$ cat src/rtl/byte_alu_pkg.sv
package byte_alu_pkg;

    parameter int DATA_W = 8;
    parameter int SR_W   = 8;

    localparam int FL_C = 0;
    localparam int FL_Z = 1;
    localparam int FL_N = 2;
    localparam int FL_V = 3;
    localparam int FL_S = 4;
    localparam int FL_H = 5;
    localparam int FL_T = 6;
    localparam int FL_I = 7;

    localparam logic [SR_W-1:0] M_FULL  = 8'b0011_1111;
    localparam logic [SR_W-1:0] M_LOGIC = 8'b0001_1110;
    localparam logic [SR_W-1:0] M_CZNVS = 8'b0001_1111;

    typedef enum logic [4:0] {
        OP_NOP  = 5'd0,
        OP_ADD  = 5'd1,
        OP_ADDC = 5'd2,
        OP_SUB  = 5'd3,
        OP_SUBC = 5'd4,
        OP_CMP  = 5'd5,
        OP_CMPC = 5'd6,
        OP_AND  = 5'd7,
        OP_OR   = 5'd8,
        OP_XOR  = 5'd9,
        OP_INV  = 5'd10,
        OP_NEG  = 5'd11,
        OP_INC  = 5'd12,
        OP_DEC  = 5'd13,
        OP_SHL  = 5'd14,
        OP_SHR  = 5'd15,
        OP_RCL  = 5'd16,
        OP_RCR  = 5'd17,
        OP_SAR  = 5'd18,
        OP_NSWP = 5'd19,
        OP_FSET = 5'd20,
        OP_FCLR = 5'd21,
        OP_PASS = 5'd22
    } alu_op_e;

    // contribution of one functional unit: result, new flag values, update mask
    typedef struct packed {
        logic [DATA_W-1:0] res;
        logic [SR_W-1:0]   flg;
        logic [SR_W-1:0]   upd;
    } unit_out_t;

    typedef struct packed {
        logic [DATA_W-1:0] res;
        logic              wr;
        logic [SR_W-1:0]   sr;
    } step_t;

    function automatic logic op_writes(input alu_op_e op);
        return !(op == OP_NOP || op == OP_CMP || op == OP_CMPC ||
                 op == OP_FSET || op == OP_FCLR);
    endfunction

endpackage

$ cat src/rtl/byte_alu_addsub.sv
module byte_alu_addsub
    import byte_alu_pkg::*;
#(
    parameter int W = DATA_W
) (
    input  alu_op_e        op,
    input  logic [W-1:0]   a,
    input  logic [W-1:0]   b,
    input  logic           cin,
    input  logic           zin,
    output unit_out_t      out
);
    localparam int HALF = W / 2;

    logic         hit, is_sub, use_c, sticky_z, ce;
    logic [W-1:0] x, y, r;
    logic [W:0]   full;
    logic [HALF:0] lo;
    logic         c, h, v, n, z;

    always_comb begin
        hit      = 1'b1;
        is_sub   = 1'b0;
        use_c    = 1'b0;
        sticky_z = 1'b0;
        x        = a;
        y        = b;
        case (op)
            OP_ADD:  ;
            OP_ADDC: use_c = 1'b1;
            OP_SUB,
            OP_CMP:  is_sub = 1'b1;
            OP_SUBC,
            OP_CMPC: begin is_sub = 1'b1; use_c = 1'b1; sticky_z = 1'b1; end
            OP_NEG:  begin is_sub = 1'b1; x = '0; y = a; end
            default: hit = 1'b0;
        endcase
        ce = use_c & cin;
        if (is_sub) begin
            full = {1'b0, x} - {1'b0, y} - {{W{1'b0}}, ce};
            lo   = {1'b0, x[HALF-1:0]} - {1'b0, y[HALF-1:0]} - {{HALF{1'b0}}, ce};
        end else begin
            full = {1'b0, x} + {1'b0, y} + {{W{1'b0}}, ce};
            lo   = {1'b0, x[HALF-1:0]} + {1'b0, y[HALF-1:0]} + {{HALF{1'b0}}, ce};
        end
        r = full[W-1:0];
        c = full[W];
        h = lo[HALF];
        if (is_sub) v = (x[W-1] != y[W-1]) && (r[W-1] != x[W-1]);
        else        v = (x[W-1] == y[W-1]) && (r[W-1] != x[W-1]);
        n = r[W-1];
        z = (r == '0) && (!sticky_z || zin);

        out          = '0;
        if (hit) begin
            out.res       = r;
            out.flg[FL_C] = c;
            out.flg[FL_Z] = z;
            out.flg[FL_N] = n;
            out.flg[FL_V] = v;
            out.flg[FL_S] = n ^ v;
            out.flg[FL_H] = h;
            out.upd       = M_FULL;
        end
    end
endmodule

$ cat src/rtl/byte_alu_logic.sv
module byte_alu_logic
    import byte_alu_pkg::*;
#(
    parameter int W = DATA_W
) (
    input  alu_op_e      op,
    input  logic [W-1:0] a,
    input  logic [W-1:0] b,
    output unit_out_t    out
);
    localparam logic [W-1:0] MAX_POS = {1'b0, {(W-1){1'b1}}};
    localparam logic [W-1:0] MIN_NEG = {1'b1, {(W-1){1'b0}}};
    localparam logic [W-1:0] ONE     = {{(W-1){1'b0}}, 1'b1};

    logic         hit, v;
    logic [W-1:0] r;
    logic [SR_W-1:0] mask;

    always_comb begin
        hit  = 1'b1;
        v    = 1'b0;
        r    = '0;
        mask = M_LOGIC;
        case (op)
            OP_AND:  r = a & b;
            OP_OR:   r = a | b;
            OP_XOR:  r = a ^ b;
            OP_INV:  begin r = ~a; mask = M_CZNVS; end
            OP_INC:  begin r = a + ONE; v = (a == MAX_POS); end
            OP_DEC:  begin r = a - ONE; v = (a == MIN_NEG); end
            OP_PASS: begin r = b; mask = '0; end
            default: hit = 1'b0;
        endcase

        out = '0;
        if (hit) begin
            out.res       = r;
            out.flg[FL_C] = 1'b1;
            out.flg[FL_Z] = (r == '0);
            out.flg[FL_N] = r[W-1];
            out.flg[FL_V] = v;
            out.flg[FL_S] = r[W-1] ^ v;
            out.upd       = mask;
        end
    end
endmodule

$ cat src/rtl/byte_alu_shift.sv
module byte_alu_shift
    import byte_alu_pkg::*;
#(
    parameter int W = DATA_W
) (
    input  alu_op_e      op,
    input  logic [W-1:0] a,
    input  logic         cin,
    output unit_out_t    out
);
    localparam int HALF = W / 2;

    logic         hit, c, n;
    logic [W-1:0] r;
    logic [SR_W-1:0] mask;

    always_comb begin
        hit  = 1'b1;
        c    = 1'b0;
        r    = '0;
        mask = M_CZNVS;
        case (op)
            OP_SHL:  begin r = {a[W-2:0], 1'b0};     c = a[W-1]; mask = M_FULL; end
            OP_RCL:  begin r = {a[W-2:0], cin};      c = a[W-1]; mask = M_FULL; end
            OP_SHR:  begin r = {1'b0, a[W-1:1]};     c = a[0]; end
            OP_RCR:  begin r = {cin, a[W-1:1]};      c = a[0]; end
            OP_SAR:  begin r = {a[W-1], a[W-1:1]};   c = a[0]; end
            OP_NSWP: begin r = {a[HALF-1:0], a[W-1:HALF]}; mask = '0; end
            default: hit = 1'b0;
        endcase
        n = r[W-1];

        out = '0;
        if (hit) begin
            out.res       = r;
            out.flg[FL_C] = c;
            out.flg[FL_Z] = (r == '0);
            out.flg[FL_N] = n;
            out.flg[FL_V] = n ^ c;
            out.flg[FL_S] = c;        // N ^ (N ^ C)
            out.flg[FL_H] = a[HALF-1];
            out.upd       = mask;
        end
    end
endmodule

$ cat src/rtl/byte_alu_flagop.sv
module byte_alu_flagop
    import byte_alu_pkg::*;
#(
    parameter int W = DATA_W
) (
    input  alu_op_e                   op,
    input  logic [$clog2(SR_W)-1:0]   sel,
    output unit_out_t                 out
);
    localparam int SEL_W = $clog2(SR_W);

    logic is_set, is_clr;
    assign is_set = (op == OP_FSET);
    assign is_clr = (op == OP_FCLR);

    assign out.res = '0;

    for (genvar i = 0; i < SR_W; i++) begin : g_bit
        assign out.upd[i] = (is_set || is_clr) && (sel == SEL_W'(i));
        assign out.flg[i] = is_set;
    end
endmodule

$ cat src/rtl/byte_alu_status.sv
module byte_alu_status
    import byte_alu_pkg::*;
#(
    parameter int W = DATA_W
) (
    input  logic          clk_i,
    input  logic          rst_ni,
    input  logic [4:0]    op_i,
    input  logic [W-1:0]  opa_i,
    input  logic [W-1:0]  opb_i,
    input  logic [2:0]    fsel_i,
    output logic [W-1:0]  result_o,
    output logic          wr_en_o,
    output logic [SR_W-1:0] status_next_o,
    output logic [SR_W-1:0] status_o
);
    alu_op_e         op;
    unit_out_t       u_as, u_lg, u_sh, u_fl;
    step_t           step_d;
    logic [SR_W-1:0] status_d, status_q;
    logic [SR_W-1:0] upd_all, flg_all;

    assign op = alu_op_e'(op_i);

    byte_alu_addsub #(.W(W)) u_addsub (
        .op  (op),
        .a   (opa_i),
        .b   (opb_i),
        .cin (status_q[FL_C]),
        .zin (status_q[FL_Z]),
        .out (u_as)
    );

    byte_alu_logic #(.W(W)) u_logic (
        .op  (op),
        .a   (opa_i),
        .b   (opb_i),
        .out (u_lg)
    );

    byte_alu_shift #(.W(W)) u_shift (
        .op  (op),
        .a   (opa_i),
        .cin (status_q[FL_C]),
        .out (u_sh)
    );

    byte_alu_flagop #(.W(W)) u_flagop (
        .op  (op),
        .sel (fsel_i),
        .out (u_fl)
    );

    always_comb begin
        upd_all   = u_as.upd | u_lg.upd | u_sh.upd | u_fl.upd;
        flg_all   = (u_as.flg & u_as.upd) | (u_lg.flg & u_lg.upd) |
                    (u_sh.flg & u_sh.upd) | (u_fl.flg & u_fl.upd);
        step_d.res = u_as.res | u_lg.res | u_sh.res | u_fl.res;
        step_d.wr  = op_writes(op);
        step_d.sr  = (status_q & ~upd_all) | flg_all;
        status_d   = step_d.sr;
    end

    always_ff @(posedge clk_i or negedge rst_ni) begin
        if (!rst_ni) status_q <= '0;
        else         status_q <= status_d;
    end

    assign result_o      = step_d.res;
    assign wr_en_o       = step_d.wr;
    assign status_next_o = step_d.sr;
    assign status_o      = status_q;
endmodule

$ cat config.mk
export PLATFORM = sky130hd
export DESIGN_NAME = byte_alu_status
export DESIGN_NICKNAME = d
export VERILOG_FILES = /design/src/rtl/byte_alu_pkg.sv /design/src/rtl/byte_alu_addsub.sv /design/src/rtl/byte_alu_logic.sv /design/src/rtl/byte_alu_shift.sv /design/src/rtl/byte_alu_flagop.sv /design/src/rtl/byte_alu_status.sv
export SDC_FILE = /design/constraint.sdc
export NUM_CORES = 1
export LEC_CHECK = 0
export ABC_AREA = 0
export BUFFER_PORTS_ARGS = -buffer_cell sky130_fd_sc_hd__buf_4
export CAP_MARGIN = 20
export CORE_MARGIN = 1.5
export CORE_UTILIZATION = 25
export CTS_CLUSTER_SIZE = 24
export DETAILED_ROUTE_END_ITERATION = 6
export GPL_ROUTABILITY_DRIVEN = 0
export PLACE_DENSITY = 0.41
export SYNTH_ARGS = -nofsm -noshare
export SYNTH_HDL_FRONTEND = slang
export SYNTH_SLANG_ARGS = --single-unit
$ cat constraint.sdc
create_clock -name clk_i -period 5.3 [get_ports clk_i]
set_input_delay 0.53 -clock clk_i [delete_from_list [all_inputs] [get_ports clk_i]]
set_output_delay 0.53 -clock clk_i [all_outputs]
set_load 0.005 [all_outputs]
==> reports/results.env, run 1 <==
FLOORPLAN.ROWS=39
SYNTH_EDF_COUNT=0
DESIGN.CORE.AREA_MM2=0.01147
FIRST_PASS_GRT_WIRE_LENGTH_UM=16420
CTS_SETUP_BUFFERS=0
NUMBER_OF_DRC_VIOLATIONS_AFTER_DETAILED_ROUTING_ITERATION_0=202
INITIAL_CORE_UTIL_PCT=25.67
CLOCK_PATH_BUFFERS=2
FINALINSTANCEAREA_MM2=0.003516
VIAS_PER_CELL=5.289
POST-SYNTH-TOP-AREA-FRACTION_PCT=17.42
DATA_REQUIRED_CRITICAL_PATH_PS=4770
MAXSLEWHEADROOM_PCT=44.19
CLOCK_INSERTION_DELAY_WORST_SKEW_PS=230
SYNTHESIS.INSTANCES=420
POSTCTSHOLDBUFS=0
HOLD_CRIT_CLASS='primary input to async pin'
POWERDENSITY_mW_PER_MM2=160.2
FMAX_GHz=0.2056
SYNTH.AREA.TOP_CELLS='sky130_fd_sc_hd__ha_1 17%, sky130_fd_sc_hd__dfrtp_1 6.8%, sky130_fd_sc_hd__a21oi_1 5.9%, sky130_fd_sc_hd__nand2_1 5.7%, sky130_fd_sc_hd__inv_1 5.1%'
REPORT.FINAL.SETUP_VIOL=0
DETAIL_ROUTE.FIRST_PASS.ITERATIONS=5
CTS_TREE='done'
NETS=533
TOTAL_DIE_AREA_MM2=0.01244
DIE_Y_UM=111.5
SYNTHARSTFLOPSHARE_PCT=100.0
TIMING.FINAL.CRIT_SHARE_PCT=91.76
ROUTED_WIRELENGTH_UM=10130
POST_SYNTH_INSTANCE_AREA_MM2=0.002944
FILLERINSTANCES=1239
SYNTH.YOSYS.SEQ_AREA_SHARE_PCT=6.800
TIMING.RR.END='status_o[1]'
POST_CTS_RESIZE_COUNT=0
LAYOUT-AREA-OVERHEAD-VS-SYNTH_PCT=19.42
STATUS='complete, no violations'
SYN-MEAN-INSTANCE-AREA_UM2=7.010
TIMING.REG2REG.SETUP_SLACK_PS=1960
GRT_ANTENNA_BEFORE_REPAIR=0
DETAILEDPLACEMENTHPWL_UM=8481
WORST_PATH_SLOWEST_CELL='sky130_fd_sc_hd__o41ai_2'
POST-ROUTE-DRC-COUNT=0
LARGEST_REG_FLOPS=8
SYNTH_TOP_CELLS_BY_COUNT='45 x sky130_fd_sc_hd__nand2_1, 41 x sky130_fd_sc_hd__ha_1, 40 x sky130_fd_sc_hd__inv_1, 37 x sky130_fd_sc_hd__nor2_1, 35 x sky130_fd_sc_hd__a21oi_1'
TRITONCTS.NUM_BUFFERS=3
BUFFER_PORTS.INSERTED=50
IR_WORST_VDD_uV=178.3
SLEW_VIOLATIONS=0
NUMBER_OF_GLOBAL_ROUTE_VIAS_BEFORE_REPAIR=3065
PERIOD_NEEDED_PS=4863
ROUTE.ANTENNA.REMAINING_NETS=0
CRITICAL_PATH.CELL_CHAIN='buf_4 -> or3b_4 -> nor2_2 -> nor2_1 -> fa_1 -> ha_1 -> nand2b_1 -> nor3_2 -> o31ai_2 -> a21oi_2 -> mux2_4 -> a211o_1 -> o41ai_2 -> buf_4'
DIE_WIDTH_UM=111.5
CTS.HTREE.LEVELS=1
PLACED_AREA_MM2=0.003441
CRITICAL_PATH.MAX_FANOUT=19
BOUNDARYPINS=51
WORST_SLEW_PIN_SLEW_PS=829.4
CLOCK-SKEW-FINAL_PS=0.2914
SYNTH.LARGEST_AREA_CELL='sky130_fd_sc_hd__ha_1'
DIODES=0
UNREPAIRED_SETUP_ENDPOINTS_AFTER_GLOBAL_ROUTING='no'
YOSYSWARNINGS=0
PIN_COUNT_OF_THE_BIGGEST_NET_ENTERING_GLOBAL_ROUTING=22
CLOCK_SINK_COUNT=8
CLOCK_TREE.ROOT_CELL='sky130_fd_sc_hd__clkbuf_16'
TIMING_HOLD_VIOLATIONS_FINAL=0
WIRE_PER_INST_UM=16.82
FF2FF_PATH_DEPTH=10
WORST_PATH_MAX_STAGE_DELAY_PS=490
ROUTE.VIAS.TOTAL=3184
GRT.TOTAL_USAGE_PCT=16.31
SETUP_TNS_PS=0
POST-SYNTH-TOP-COUNT-CELL='sky130_fd_sc_hd__nand2_1'
PATH_COMMON_CELL='sky130_fd_sc_hd__buf_4'
GRT_OVERFLOW_TOTAL=0
MAPPEDNETLISTNETS=492
DRIVE_ABOVE_1_SHARE_PCT=15.47
CRITPATHCAPTURETYPE='primary output'
CLKSLEWWORSTSETUPHOLDPATHS_PS=40
START_TO_END_TYPE_OF_THE_WORST_SETUP_PATH='primary input to primary output'
WORSTREG2REGSTART='status_o[0]'
CELLLEAKAGEPOWER_nW=1.615
MAXCAPVIOLCOUNT=0
SYNTH.FF_LATCH_COUNT=8
TIMING.CRITICAL_PATH.FROM_TYPE='primary input'
YOSYS.CELL_TYPES.COUNT=69
SYNTH_FLOP_CELL='sky130_fd_sc_hd__dfrtp_1'
CP_DATA_ARRIVAL_TIME_PS=4330
==> layout make-up <==
cell class                      instances  area (µm²)  share of cell area, %
Sequential cell                         8       200.2                  5.694
Timing Repair Buffer                   54       405.4                  11.53
Tap cell                              143       178.9                  5.089
Multi-Input combinational cell        354        2506                  71.28
Clock buffer                            3       75.07                  2.135
Inverter                               40       150.1                  4.270
==> metal layers <==
metal	global-route usage, %	vias to the layer above	routed length [µm]
li1	-	1598	-
met1	23.20	1484	4862
met2	26.22	88	4531
met3	1.524	14	423
met4	4.726	0	309
met5	0	-	0
==> stage by stage <==
step           power (mW)  hold WS (ps)  worst slack (ps)  utilization, %  std cells
6_report           0.5632         114.6             436.8           30.66        602
5_1_grt            0.6146         112.4             98.33           30.66        602
2_1_floorplan      0.3069         234.4             942.6               -        420
3_3_place_gp       0.4437         354.7             435.8           30.01        599
3_5_place_dp       0.4445         354.8             423.0           30.01        599
4_1_cts            0.5711         114.3             417.9           30.66        602
==> worst max-delay path by stage <==
| stage | startpoint | end | slack (ps) | cells after the start |
|---|---|---|---|---|
| after CTS | op_i[3] | status_next_o[1] | 420 | 14 |
| after global placement | op_i[3] | status_next_o[1] | 440 | 14 |
| after global routing | op_i[3] | status_next_o[1] | 100 | 15 |
| final | op_i[3] | status_next_o[1] | 440 | 14 |
| after floorplan | op_i[2] | status_next_o[3] | 940 | 14 |
| after detailed placement | op_i[3] | status_next_o[1] | 420 | 14 |
==> power by group <==
group | switching, mW | total, mW | internal [mW] | leakage [nW]
clock | 0.0264 | 0.123 | 0.0970 | 0.0370
sequential | 0.0104 | 0.0838 | 0.0734 | 0.103
combinational | 0.194 | 0.356 | 0.162 | 1.48
total | 0.231 | 0.563 | 0.332 | 1.62
==> layout by cell type (no fill, tap or decap), types with 5 or more instances in the layout <==
cell                       instances
sky130_fd_sc_hd__buf_4            54
sky130_fd_sc_hd__nand2_1          45
sky130_fd_sc_hd__ha_1             41
sky130_fd_sc_hd__inv_1            40
sky130_fd_sc_hd__nor2_1           37
sky130_fd_sc_hd__a21oi_1          35
sky130_fd_sc_hd__o21ai_0          24
sky130_fd_sc_hd__nand3_1          16
sky130_fd_sc_hd__xnor2_1          14
sky130_fd_sc_hd__nand2b_1         11
sky130_fd_sc_hd__dfrtp_1           8
sky130_fd_sc_hd__nor2b_1           7
sky130_fd_sc_hd__a22o_1            7
sky130_fd_sc_hd__a22oi_1           7
sky130_fd_sc_hd__nor3b_1           6
sky130_fd_sc_hd__nor3_1            6
sky130_fd_sc_hd__o211ai_1          6
sky130_fd_sc_hd__fa_1              5
==> worst max-delay path, delay by kind of cell <==
kind	cells	cell delay, ps
AND/OR/NAND/NOR	5	1330
AO/OA/AOI/OAI	4	1100
adder cells (fa/ha/maj)	2	660
buffers and inverters	2	380
multiplexers	1	320
==> cell families after synthesis <==
logic type	count (synthesis)	share of synthesized area (%)
buffers and inverters	58	8.075
AO/OA/AOI/OAI	124	28.90
multiplexers	7	2.635
flip-flops	8	6.800
adder cells (fa/ha/maj)	46	20.82
XOR/XNOR	17	5.058
AND/OR/NAND/NOR	160	27.71
(Power assumes the default switching activity.)
==> inputs of run 2 (changes only) <==
--- a/config.mk
+++ b/config.mk
@@ -10,6 +10,7 @@
 export CAP_MARGIN = 20
 export CORE_MARGIN = 1.5
 export CORE_UTILIZATION = 25
+export CTS_BUF_LIST = sky130_fd_sc_hd__clkbuf_4
 export CTS_CLUSTER_SIZE = 24
 export DETAILED_ROUTE_END_ITERATION = 6
 export GPL_ROUTABILITY_DRIVEN = 0
==> run 2 against run 1 <==
Utilization decreased by 0.46 points. Sequential power barely moved. Clock power is 63% lower. Highest routed layer unchanged. Cell count unchanged.
==> reports/results.env, run 2 (synthesis results as in run 1) <==
DETAIL_ROUTE.FIRST_PASS.ITERATIONS=4  # -1
LEADING_CELL_TYPE_IN_THE_LAYOUT_FILL_AND_TAPS_EXCLUDED='sky130_fd_sc_hd__buf_4'
DRIVE_ABOVE_1_SHARE_PCT=15.47  # unchanged
POSTCTSHOLDBUFS=0  # unchanged
CLOCK_SINK_COUNT=8  # unchanged
CELLLEAKAGEPOWER_nW=1.592  # -1.4%
CRITICAL_PATH.CELL_CHAIN='buf_4 -> or3b_4 -> nor2_2 -> nor2_1 -> fa_1 -> ha_1 -> nand2b_1 -> nor3_2 -> o31ai_2 -> a21oi_2 -> mux2_4 -> a211o_1 -> o41ai_2 -> buf_4'
TIMING.CRITICAL_PATH.FROM_TYPE='primary input'
POST_CTS_RESIZE_COUNT=0  # unchanged
HOLDWS_PS=89.35  # -25.26 ps
TIMING_HOLD_VIOLATIONS_FINAL=0  # unchanged
DIE_WIDTH_UM=111.5  # unchanged
BUFFER_PORTS.INSERTED=50  # unchanged
PIN_COUNT_OF_THE_BIGGEST_NET_ENTERING_GLOBAL_ROUTING=22  # unchanged
DATA_REQUIRED_CRITICAL_PATH_PS=4770  # about the same
VIAS_PER_CELL=5.294  # about the same
FIRST_PASS_GRT_WIRE_LENGTH_UM=16460  # +0.25%
FMAX_GHz=0.2060  # +0.18%
POST-ROUTE-DRC-COUNT=0  # unchanged
FINAL_CRITICAL_PATH_SETUP_SLACK_PS=445.4  # +8.618 ps
SETUP_TNS_PS=0  # unchanged
CRITICAL_PATH.MAX_FANOUT=19  # unchanged
DESIGN.CORE.AREA_MM2=0.01147  # unchanged
CTS_TREE='done'
MAXCAPVIOLCOUNT=0  # unchanged
CLOCK_TREE.ROOT_CELL='sky130_fd_sc_hd__clkbuf_4'
BOUNDARYPINS=51  # unchanged
UNREPAIRED_SETUP_ENDPOINTS_AFTER_GLOBAL_ROUTING='no'
WIRE_PER_INST_UM=16.93  # +0.64%
CLOCK_PATH_BUFFERS=2  # unchanged
TRITONCTS.NUM_BUFFERS=3  # unchanged
GRT.TOTAL_USAGE_PCT=16.34  # +0.031 points
CRITICAL_PATH.ENDPOINT='status_next_o[1]'
TIMING.RR.END='status_o[1]'
DETAILEDPLACEMENTHPWL_UM=8481  # unchanged
MAXSLEWHEADROOM_PCT=43.86  # -0.33 points
START_TO_END_TYPE_OF_THE_WORST_SETUP_PATH='primary input to primary output'
LARGEST_REG_FLOPS=8  # unchanged
HOLD_CRIT_CLASS='primary input to async pin'
PERIOD_NEEDED_PS=4855  # -8.618 ps
NETS=533  # unchanged
CRITPATHTOPFAMILY='simple AND/OR/NAND/NOR gates'
DIE_Y_UM=111.5  # unchanged
ROUTE.ANTENNA.REMAINING_NETS=0  # unchanged
CP_DATA_ARRIVAL_TIME_PS=4320  # about the same
WORST_PATH_MAX_STAGE_DELAY_PS=480  # about the same
POWERDENSITY_mW_PER_MM2=140.4  # -12%
CLOCK-SKEW-FINAL_PS=0.3724  # +0.08098 ps
FINAL_CELL_MIX='54 x sky130_fd_sc_hd__buf_4, 45 x sky130_fd_sc_hd__nand2_1, 41 x sky130_fd_sc_hd__ha_1'
SLEW_VIOLATIONS=0  # unchanged
CTS_SETUP_BUFFERS=0  # unchanged
STATUS='complete, no violations'
CRIT_CELLS=14  # unchanged
WORSTREG2REGSTART='status_o[0]'
CRITPATHBUFINV=2  # unchanged
CLOCK_INSERTION_DELAY_WORST_SKEW_PS=250  # +20 ps
CLKSLEWWORSTSETUPHOLDPATHS_PS=50  # about the same
GRT_OVERFLOW_TOTAL=0  # unchanged
NUMBER_OF_DRC_VIOLATIONS_AFTER_DETAILED_ROUTING_ITERATION_0=190  # -5.9%
WORST_PATH_SLOWEST_CELL='sky130_fd_sc_hd__o41ai_2'
FLOORPLAN.ROWS=39  # unchanged
ROUTE.VIAS.TOTAL=3187  # +0.094%
IR_WORST_VDD_uV=108.3  # -39%
TIMING.FINAL.CRIT_SHARE_PCT=91.60  # -0.16 points
TIMING.CRITICAL_PATH.FROM='op_i[3]'
PATH_COMMON_CELL='sky130_fd_sc_hd__buf_4'
TIMING.REG2REG.SETUP_SLACK_PS=1950  # about the same
WORST_SLEW_PIN_SLEW_PS=834.4  # +4.946 ps
CTS.HTREE.LEVELS=1  # unchanged
REPORT.FINAL.SETUP_VIOL=0  # unchanged
NUMBER_OF_GLOBAL_ROUTE_VIAS_BEFORE_REPAIR=3065  # unchanged
DIODES=0  # unchanged
INITIAL_CORE_UTIL_PCT=25.67  # unchanged
LAYOUT-AREA-OVERHEAD-VS-SYNTH_PCT=17.64
TOTAL_DIE_AREA_MM2=0.01244  # unchanged
FF2FF_PATH_DEPTH=10  # unchanged
CRITPATHCAPTURETYPE='primary output'
WORST_SETUP_SLACK_AFTER_PLACEMENT_PS=423.0  # unchanged
ROUTED_WIRELENGTH_UM=10190  # +0.64%
GRT_ANTENNA_BEFORE_REPAIR=0  # unchanged
[run 2: cell count changes in the layout (fill, tap and decap cells not counted)]
cell,delta
sky130_fd_sc_hd__clkbuf_4,+3
sky130_fd_sc_hd__clkbuf_16,-3
[run 2: worst min-delay path by stage]
stage | from | endpoint | cells after the start
finish | rst_ni | status_o[5] | 1
global route | rst_ni | status_o[7] | 1
floorplan | rst_ni | status_o[0] | 0
CTS | rst_ni | status_o[1] | 1
detailed placement | rst_ni | status_o[1] | 1
global placement | rst_ni | status_o[2] | 1
[run 2: worst reg2reg max path: stages, from the launching register on]
cell and delay [ps]:
sky130_fd_sc_hd__dfrtp_1 460, sky130_fd_sc_hd__nand3_1 220, sky130_fd_sc_hd__fa_1 470, sky130_fd_sc_hd__ha_1 200, sky130_fd_sc_hd__nand2b_1 200, sky130_fd_sc_hd__nor3_2 230, sky130_fd_sc_hd__o31ai_2 150, sky130_fd_sc_hd__a21oi_2 170
sky130_fd_sc_hd__mux2_4 320, sky130_fd_sc_hd__a211o_1 290, sky130_fd_sc_hd__o41ai_2 480
[run 2: layout make-up]
class                           count  area [µm²]
Multi-Input combinational cell    354        2506
Sequential cell                     8       200.2
Timing Repair Buffer               54       405.4
Fill cell                        1244        8004
Inverter                           40       150.1
Tap cell                          143       178.9
Clock buffer                        3       22.52
[run 2: stage by stage]
stage	total power, mW	cells	util, %	instance area (µm²)
after CTS	0.4935	602	30.20	3463
after global placement	0.4437	599	30.01	3441
final	0.4864	602	30.20	3463
after detailed placement	0.4445	599	30.01	3441
after global routing	0.5364	602	30.20	3463
after floorplan	0.3069	420	-	2944
[run 2: routing by layer]
| metal | GRT usage [%] | part of all wire (%) | up-vias |
|---|---|---|---|
| met4 | 4.979 | 3.0 | 0 |
| met5 | 0 | 0 | - |
| met2 | 26.30 | 45 | 93 |
| met3 | 1.361 | 3.9 | 14 |
| met1 | 23.22 | 48 | 1482 |
| li1 | - | - | 1598 |
[run 2: report_power, final]
group	internal (mW)	switching, mW
Clock	0.0259	0.0199
Sequential	0.0731	0.0104
Combinational	0.162	0.195
Total	0.261	0.225
